### src/rtl/uart_irq_ident.sv
module uart_irq_ident #(
  parameter int LS_W  = 4,
  parameter int MDM_W = 4
) (
  input  logic             clk,
  input  logic             rst_n,
  input  logic [LS_W-1:0]  ls_evt,
  input  logic             rx_avail,
  input  logic             rx_tmo,
  input  logic             thr_empty,
  input  logic [MDM_W-1:0] mdm_evt,
  input  logic             fifo_en,
  input  logic             en_ls,
  input  logic             en_rx,
  input  logic             en_thr,
  input  logic             en_mdm,
  input  logic             rd_iir,
  input  logic             rd_lsr,
  input  logic             rd_rbr,
  input  logic             rd_msr,
  input  logic             wr_thr,
  output logic             irq,
  output logic [7:0]       iir
);

  localparam logic [3:0] CODE_NONE = 4'b0001;
  localparam logic [3:0] CODE_LS   = 4'b0110;
  localparam logic [3:0] CODE_RX   = 4'b0100;
  localparam logic [3:0] CODE_TMO  = 4'b1100;
  localparam logic [3:0] CODE_THR  = 4'b0010;
  localparam logic [3:0] CODE_MDM  = 4'b0000;

  logic ls_p, tmo_p, thr_p, mdm_p;
  logic thr_q, en_thr_q, tmo_q;
  logic [3:0] code;

  wire ls_set  = |ls_evt;
  wire mdm_set = |mdm_evt;
  wire tmo_set = fifo_en & rx_tmo & ~tmo_q;
  wire thr_set = thr_empty & (~thr_q | (en_thr & ~en_thr_q));

  wire ls_on  = en_ls & ls_p;
  wire rx_on  = en_rx & rx_avail;
  wire tmo_on = en_rx & fifo_en & tmo_p;
  wire thr_on = en_thr & thr_p;
  wire mdm_on = en_mdm & mdm_p;

  always_comb begin
    if (ls_on)       code = CODE_LS;
    else if (rx_on)  code = CODE_RX;
    else if (tmo_on) code = CODE_TMO;
    else if (thr_on) code = CODE_THR;
    else if (mdm_on) code = CODE_MDM;
    else             code = CODE_NONE;
  end

  wire thr_ack = rd_iir & (code == CODE_THR);

  assign irq = ls_on | rx_on | tmo_on | thr_on | mdm_on;
  assign iir = {fifo_en, fifo_en, 2'b00, code};

  always_ff @(posedge clk or negedge rst_n) begin
    if (!rst_n) begin
      ls_p     <= 1'b0;
      tmo_p    <= 1'b0;
      thr_p    <= 1'b0;
      mdm_p    <= 1'b0;
      thr_q    <= 1'b0;
      en_thr_q <= 1'b0;
      tmo_q    <= 1'b0;
    end else begin
      ls_p     <= ls_set | (ls_p & ~rd_lsr);
      tmo_p    <= tmo_set | (tmo_p & fifo_en & ~rd_rbr);
      thr_p    <= thr_set | (thr_p & ~wr_thr & ~thr_ack);
      mdm_p    <= mdm_set | (mdm_p & ~rd_msr);
      thr_q    <= thr_empty;
      en_thr_q <= en_thr;
      tmo_q    <= rx_tmo;
    end
  end

  assert_irq_bit0_R11: assert property (@(posedge clk) disable iff (!rst_n)
    irq == !iir[0]);

  assert_no_tmo_bit_R6: assert property (@(posedge clk) disable iff (!rst_n)
    !fifo_en |-> !iir[3]);

  assert_ls_clear_R4: assert property (@(posedge clk) disable iff (!rst_n)
    (rd_lsr && ls_evt == '0) |=> !ls_p);

  assert_ls_wins_R3: assert property (@(posedge clk) disable iff (!rst_n)
    (en_ls && ls_p) |-> iir[3:0] == CODE_LS);

  assert_thr_write_R8: assert property (@(posedge clk) disable iff (!rst_n)
    (wr_thr && !thr_set) |=> !thr_p);

  assert_mdm_lowest_R3: assert property (@(posedge clk) disable iff (!rst_n)
    (iir[3:0] == CODE_MDM) |-> !(ls_on || rx_on || tmo_on || thr_on));

  assert_mdm_clear_R9: assert property (@(posedge clk) disable iff (!rst_n)
    (rd_msr && mdm_evt == '0) |=> !mdm_p);

endmodule

### config.mk
export PLATFORM = sky130hd
export DESIGN_NAME = uart_irq_ident
export DESIGN_NICKNAME = d
export VERILOG_FILES = /design/src/rtl/uart_irq_ident.sv
export SDC_FILE = /design/constraint.sdc
export NUM_CORES = 1
export LEC_CHECK = 0
export CAP_MARGIN = 0
export CORE_AREA = 3 3 40 42
export CTS_CLUSTER_SIZE = 20
export DETAILED_ROUTE_END_ITERATION = 12
export DIE_AREA = 0 0 43 45
export PLACE_DENSITY = 0.76
export SLEW_MARGIN = 40
export SYNTH_ARGS = -nofsm -noshare
export SYNTH_HDL_FRONTEND = slang
export SYNTH_SLANG_ARGS = --single-unit
### constraint.sdc
create_clock -name clk -period 1.26 [get_ports clk]
set_input_delay 0.189 -clock clk [delete_from_list [all_inputs] [get_ports clk]]
set_output_delay 0.189 -clock clk [all_outputs]
set_load 0.02 [all_outputs]
# Yosys cells after proc, flatten, opt, wreduce, memory -nomap -nowiden
# Index checks and enable logic that the tools add are counted.
# Widths: inputs -> output; s select.
dict set report op_classes {
  n_eq_ne 1
  n_mux 5
  bitwise 34
  reduce_logical 2
}
# op count
set op_table {}
lappend op_table {{$and 1x1->1} 17}
lappend op_table {{$mux 4} 3}
lappend op_table {{$or 1x1->1} 9}
lappend op_table {{$not 1->1} 8}
lappend op_table {{$reduce_or 4->1} 2}
lappend op_table {{$eq 4x2->1 const B} 1}
lappend op_table {{$mux 2} 1}
lappend op_table {{$mux 1} 1}
dict set report word_totals {
  ff_bits 7
  input_bits 23
  out_inout_bits 9
  word_cells 49
}

# Depth between registers and ports, before layout
# Gate-level depths: netlist of the first run.
dict set report logic_depth {
  ltp_word 11
  mapped_depth 3
  mapped_depth_nobuf 3
}

# Worst setup path after synthesis of the first run
# No wires, ideal clock.
dict set report synth_path {
  path_type {register -> output}
  from {register tmo_p}
  to {output iir[0]}
  arrival_ns 1.318
  required_time_ns 1.071
  path_slack_ns -0.247
  path_stages_with_launch 4
  path_cell_list {dfrtp_1 > a21oi_2 > o21ai_1 > a221oi_1}
}
dict set report synth_between {
  elab_chain_cells 4
}
# element line_no
set synth_lines {}
lappend synth_lines {{from (decl)} 33} ;# logic ls_p, tmo_p, thr_p, mdm_p;
lappend synth_lines {{from (signal assigned)} 73} ;# tmo_p <= tmo_set | (tmo_p & fifo_en & ~rd_rbr);
lappend synth_lines {{$and 1x1->1} 44} ;# wire tmo_on = en_rx & fifo_en & tmo_p;
lappend synth_lines {{$mux 4} 51} ;# else if (tmo_on) code = CODE_TMO;
lappend synth_lines {{$mux 4} 50} ;# else if (rx_on) code = CODE_RX;
lappend synth_lines {{$mux 4} 49} ;# if (ls_on) code = CODE_LS;
lappend synth_lines {{to (decl)} 23} ;# output logic [7:0] iir
# No other way between the ends.

# Worst setup path in the final report of the first run
dict set report layout_path {
  from {register tmo_p}
  to {output irq}
}
dict set report layout_between {
  elab_chain_cells 4
}
# element line_no
set layout_lines {}
lappend layout_lines {{$and 1x1->1} 44}
lappend layout_lines {{$or 1x1->1 (3 in series)} 59} ;# assign irq = ls_on | rx_on | tmo_on | thr_on | mdm_on;
lappend layout_lines {{to (decl)} 22} ;# output logic irq,
# No other way between the ends.

==> results of run 1 <==
final timing paths:
path	from	end	slack (ps)	cells past startpoint
worst min register to register	mdm_p	mdm_p	570	2
max in group asynchronous	rst_n	mdm_p	800	1
worst min-delay path	rst_n	ls_p	200	1
worst max register to register	tmo_p	thr_p	-140	6
worst max-delay path	tmo_p	irq	-250	4
min in group clk	en_thr	en_thr_q	290	1
sequential cells by signal, summed over array words and instances (netlist names):
signal,flops
en_thr_q,1
ls_p,1
mdm_p,1
thr_p,1
thr_q,1
tmo_p,1
tmo_q,1
power groups by stage:
stage	combinational [W]	clock (W)	sequential (W)
6_report	0.000179	0.000214	0.000243
2_1_floorplan	0.0000630	0	0.000246
4_1_cts	0.000177	0.000225	0.000243
5_1_grt	0.000193	0.000239	0.000244
3_3_place_gp	0.000177	0	0.000246
3_5_place_dp	0.000179	0	0.000247
cell type report:
cell class / instances / area share
Timing Repair Buffer: 37 / 0.459
Sequential cell: 7 / 0.232
Multi-Input combinational cell: 24 / 0.219
Clock buffer: 4 / 0.0348
Inverter: 6 / 0.0299
Tap cell: 15 / 0.0249
placed cells by master (no fill, tap or decap):
cell	instances
a32o_1	1
inv_1	5
nand4_1	1
nand2_1	2
and2_1	1
a21oi_1	1
inv_2	1
o21ai_0	3
nor4_1	2
conb_1	2
a21oi_2	1
and2_4	1
buf_6	4
nor2b_1	1
a221oi_2	1
dfrtp_1	7
o21ai_2	1
o21ai_1	1
buf_4	9
o22ai_1	1
and3_4	1
dlygate4sd2_1	5
nand4bb_1	1
a221o_1	1
clkbuf_4	3
clkdlybuf4s50_1	19
clkbuf_1	1
nor2_1	1
worst max-delay path, stage by stage (launching register included):
cell and delay, ps:
dfrtp_1 390, a21oi_2 180, o21ai_2 90, a221o_1 280, buf_6 130
repair_timing:
action,in CTS,in global routing
hold buffers,0,0
cloned,0,0
endpoints found under the setup margin,8,6
setup buffers,0,2
gates resized for setup,37,2
pin swaps,5,4
stage by stage:
step,cells,setup WS (ps)
global placement,88,-658
finish,93,-247
detailed placement,88,-702
global route,93,-327
floorplan,41,-6.73
CTS,92,-262
cell usage after synthesis, drive strengths merged:
master / instances / area [µm²]
a221o: 1 / 10.0
a21oi: 2 / 13.8
and2: 2 / 12.5
buf: 4 / 30.0
nor2b: 1 / 6.26
nand4: 1 / 6.26
dfrtp: 7 / 175
nor4: 2 / 12.5
o22ai: 1 / 6.26
and3: 1 / 7.51
nand2: 2 / 7.51
inv: 6 / 22.5
o21ai: 5 / 25.0
a32o: 1 / 10.0
nand4bb: 1 / 11.3
a221oi: 1 / 8.76
conb: 1 / 3.75
nor2: 1 / 3.75
per-layer routing:
layer	vias up	wire, µm
met3	2	125
li1	210	-
met4	0	10
met1	192	389
met2	21	502
met5	-	0
kinds of logic after synthesis:
logic type      share of synthesized area
compound gates                      0.198
buf+inv                             0.141
flops                               0.470
other cells                        0.0101
simple gates                        0.181
==> impl.org, run 1 <==
** Floorplanning
- Number of standard-cell rows in the floorplan :: 13
- Core footprint :: between 0.001 and 0.0015 mm²
- For this design the top-level I/O count stands at 32.
- Width of the chip :: approximately 43 µm
- Initial standard-cell utilization of the core :: 0.290
- From bottom edge to top edge, the die measures around 45 µm.
- The die covers about 0.0019 mm².

** Global routing
- In the global route stage, met3 resource usage came out at 0.0677.
- The via count of the first global-routing pass is a little over 400.
- Entering global routing, the biggest net connects 8 pins.
- Met2 usage in global routing :: 0.192
- met2 is the most crowded layer.
- The number of antenna violations at the first check in global routing is 0.
- In the global route stage, overall resource usage came out at 0.118.
- Global-route wire length before repair :: ~1600 µm
- In the global route stage, met1 resource usage came out at 0.125.
- Summed over all layers, the global routing overflow is 0.

** Detailed routing
- Post-detailed-route count of antenna-violating nets :: 0
- For this run, the detailed router's first-pass iteration total came to 2.
- In the routed design, unresolved DRC markers number 0.
- Detailed-route vias per instance :: 4.57
- After detailed routing, the total wire length is roughly 1000 µm.
- Average detailed-routed wire length per instance :: 11.0 µm
- The routed layout has around 430 vias.
- First DRT Iteration DRCs :: 1

** Power and ir drop
- Internal power comes to about 0.00047 W.
- The share of total power dissipated in sequential elements is 0.381.
- Worst vdd ir :: 0.572 mV
- Total power for the finished layout comes to 0.000636 W.
- Dividing total power by cell area gives a power density of 844 mW/mm².
- Of the total power, the share spent switching nets is 0.266.
- In this run the power spent charging and discharging nets is around 0.00017 W.
- Clk network pwr share :: 0.337
- The share of total power dissipated in combinational logic is 0.282.
- The analysis attributes to cell leakage a power of approximately 0.35 nW.

** Critical path
- The worst setup path is of the reg2out kind.
- Maximum fanout along the worst path :: 3
- For the worst setup path, the data required time is approximately 1100 ps.
- Launching element type of the critical path :: flip-flop
- Data arrival, critical path :: between 1000 and 1500 ps
- STA classifies the critical path endpoint as an output port.

** Synth
- Average size of a mapped cell :: a little over 9 µm²
- Of the synthesized area, sequential elements account for 0.470.
- In this run, synthesis produced a sequential element count of 7.
- Counting distinct cell types in the post-synthesis netlist gives 20.
- Post-synth design cell area :: ~370 µm²
- The Yosys step of the flow raised 0 warnings.
- Number of instances in the synthesized netlist :: 40

** Place
- Global placer's final weighted congestion :: about 0.75
- The HPWL after detailed placement is just over 800 µm.
- Area of placed instances :: approximately 720 µm²
- Count of input and output buffers :: 29

** STA
- Setup violations remaining at the end of the flow were counted as 6.
- Across the routed clock network, the largest skew measured is 5.63 ps.
- Peak Freq :: roughly 0.66 GHz
- Of the available clock period, the critical path in the final layout requires 1.20.
- Crit path time final :: around 1500 ps
- Summed over all failing endpoints, the final setup total negative slack is -1030 ps.
- Number of slew-limit violations in the final report :: 0
- On the final layout, the worst hold slack is about 200 ps.
- The hold violation total from the final report came to 0.
- Setup slack on the critical path of the routed design comes to -247 ps.
- Setup repair after global routing missed its margin :: yes

** Run
- Reported max-cap violation count :: 0

** Final layout
- Area delta synth->final :: 102%
- Of the cells placed in the final design, the portion with a size suffix greater than 1 is 0.282.
- The multi-input combinational cells in the finished layout cover a total of between 150 and 200 µm².
- The layout has roughly 120 filler cells.
- Fin util :: 0.587
- After the last flow step, the layout net total stands at between 100 and 150.
- The sequential cells in the finished layout cover a total of 175 µm².
- The repair_antennas step left the layout with diodes totalling 0.
- Summing all non-filler instances in the final layout gives an area of between 700 and 800 µm².

** CTS
- TritonCTS created 3 clock buffers.
- Clock net sink count :: 7
- Max H-tree Level :: 1
- CTS Root Buffer Type :: clkbuf_4
- CTS tree :: built
- Clock-pin slew was measured on the worst setup and hold paths at 60 ps.
- Clock latency on the worst-skew pair, taken at its later pin, is 260 ps.
- The clock passes through at most 2 buffers.

** Outcome
- Failing checks :: setup timing
- The run finished, with violations left.

** Min path
- In this run the worst hold path is classified as in2async.
(Power assumes the default switching activity.)
==> run 2: changes to the inputs <==
- CORE_AREA: 3 3 40 42 -> 2 2 39 41
- DIE_AREA: 0 0 43 45 -> 0 0 41 43
- SLEW_MARGIN: 40 -> 30
==> impl.org, run 2 (synthesis gave the netlist of run 1 again) <==
** Outcome
- Result of the run :: finished with violations (unchanged)
- Failing checks: setup timing (unchanged).

** Floorplanning
- The total die area is 0.00176 mm² (was 0.00194 mm²).
- Num ports :: 32 (unchanged)
- The row count came to 14 (was 13).
- Initial standard-cell utilization of the core :: 0.269 (was 0.290)
- Width of the chip :: 41 µm (was 43 µm)
- Vertical die dimension :: 43 µm (was 45 µm)
- The area inside the core boundary is 0.00138 mm² (was 0.00128 mm²).

** Place
- The placement-stage cell area came to 712 µm² (was 718 µm²).
- DP Wirelength :: 820 µm (was 823 µm)
- Count of input and output buffers :: 29 (unchanged)
- Global placer's final weighted congestion :: 0.725 (was 0.751)

** STA
- Final setup TNS :: -868 ps (was -1030 ps)
- The maximum clock rate came to 0.674 GHz (was 0.664 GHz).
- Fin crit share :: 1.18 (was 1.20)
- Final setup violation count :: 6 (unchanged)
- Number of slew-limit violations in the final report :: 0 (unchanged)
- Setup repair after global routing missed its margin :: yes (unchanged)
- The final hold slack is 193 ps (was 201 ps).
- Worst-case setup margin in the final layout :: -224 ps (was -247 ps)
- Crit path time final :: 1480 ps (was 1510 ps)
- Final hold vios :: 0 (unchanged)
- Final clock skew :: 2.59 ps (was 5.63 ps)

** Global routing
- The remaining global-route overflow was 0 (unchanged).
- The pin count of the biggest net entering global routing came to 8 (unchanged).
- The number of antenna violations at the first check in global routing was 0 (unchanged).
- The via count of the first global-routing pass was 392 (was 403).
- The wire length of the first global-routing pass came to 1520 µm (was 1610 µm).
- GR Util All Layers :: 0.134 (was 0.118)

** Run
- The max capacitance violation total came to 0 (unchanged).

** Critical path
- Maximum fanout along the worst path :: 3 (unchanged)
- The element type at the critical path start is a flip-flop (unchanged).
- The endpoint type of the worst setup path was an output port (unchanged).
- Crit Path Category :: reg2out (unchanged)
- Critical Path RT :: 1070 ps (about the same)
- The data arrival time of the critical path was 1300 ps (was 1320 ps).

** CTS
- CTS tree :: built (unchanged)
- The clock sink total was 7 (unchanged).
- The number of post-CTS setup repair buffers is 0 (unchanged).
- Number of buffers created by CTS :: 3 (unchanged)
- Clock-pin slew of the registers on the worst-case setup and hold paths :: 60 ps (about the same)
- Max H-tree Level :: 1 (unchanged)
- The buffer type at the clock tree root was clkbuf_4 (unchanged).
- Clk buf depth :: 2 (unchanged)
- Clock latency reported for the late side of the worst-skew pair :: 260 ps (about the same)

** Min path
- The class of the worst hold path is in2async (unchanged).

** Detailed routing
- The number of nets still failing antenna checks after routing is 0 (unchanged).
- DR WL met3 :: 135 µm (was 125 µm)
- Total number of vias :: 411 (was 425)
- The detailed-routed wire length on met2 was 484 µm (was 502 µm).
- Detailed-route vias per instance :: 4.47 (was 4.57)
- The post-detailed-route wirelength per cell came to 10.5 µm (was 11.0 µm).
- First DRT Iteration DRCs :: 2 (was 1)
- Routed wire length :: 967 µm (was 1030 µm)
- The highest routing layer actually used is met3 (was met4).
- The routed metal-1 wire length came to 346 µm (was 389 µm).
- The number of iterations in the first detailed-routing pass came to 2 (unchanged).
- The DRC violation count after routing came to 0 (unchanged).

** Final layout
- The final cell area excluding filler cells came to 734 µm² (was 754 µm²).
- The post-layout net count came to 100 (was 102).
- Most frequent cells in the layout :: clkdlybuf4s50_1 (20), buf_4 (8), dfrtp_1 (7) (was clkdlybuf4s50_1 (19), buf_4 (9), dfrtp_1 (7))
- The synthesis-to-finish area growth was 97.0% (was 102%).
- Fraction of layout instances using a drive strength above 1 :: 0.224 (was 0.282)
- The area of the multi-input gates is 163 µm² (was 165 µm²).
- The final-layout fill cell count came to 133 (was 123).
- Most common library cell in the layout ignoring fill and taps :: clkdlybuf4s50_1 (unchanged)
- N_diodes :: 0 (unchanged)
- The area occupied by registers came to 175 µm² (unchanged).

** Power and ir drop
- Reported leakage power :: 0.334 nW (was 0.347 nW)
- Worst vdd ir :: 0.385 mV (was 0.572 mV)
- The power density relative to cell area came to 850 mW/mm² (was 844 mW/mm²).
## run 2: metal layers
layer  vias to the layer above  global-route usage
li1                        205                   -
met1                       185               0.132
met2                        21               0.219
met3                         0              0.0995
met4                         0              0.0200
met5                         -                   0
## run 2: worst paths after layout
check,start,to,slack [ps],cells past startpoint
max,tmo_p,irq,-220,4
min,rst_n,ls_p,190,1
max in group asynchronous,rst_n,tmo_q,820,1
max reg2reg,tmo_p,thr_p,-50,5
min in group clk,en_thr,en_thr_q,290,1
min reg2reg,mdm_p,mdm_p,580,2
## run 2: critical path: stages (launching register included)
cell and delay [ps]:
dfrtp_1 380, a21oi_2 150, o21ai_2 90, a221o_1 280
buf_6 130
## run 2: area by class of cell
cell class | count | share of cell area
Clock buffer | 4 | 0.0358
Tap cell | 16 | 0.0273
Timing Repair Buffer | 35 | 0.446
Sequential cell | 7 | 0.239
Multi-Input combinational cell | 24 | 0.221
Inverter | 6 | 0.0307
## run 2: report_power, final
group | internal [W] | total (W) | switching (W)
sequential | 0.000236 | 0.000243 | 0.00000715
clock | 0.000121 | 0.000212 | 0.0000908
combinational | 0.000102 | 0.000169 | 0.0000665
total | 0.000460 | 0.000624 | 0.000164
## run 2: repair_timing
item,CTS,global route
pin swaps,4,0
gates resized for setup,29,2
hold buffers,0,0
setup endpoints to repair,8,6
## run 2: per-stage QoR
step | setup WS (ps) | total power (W) | cells | utilization
floorplan | -6.73 | 0.000309 | 41 | -
global placement | -657 | 0.000421 | 88 | 0.514
detailed placement | -682 | 0.000423 | 88 | 0.514
CTS | -238 | 0.000639 | 92 | 0.527
global route | -284 | 0.000666 | 92 | 0.531
finish | -224 | 0.000624 | 92 | 0.531
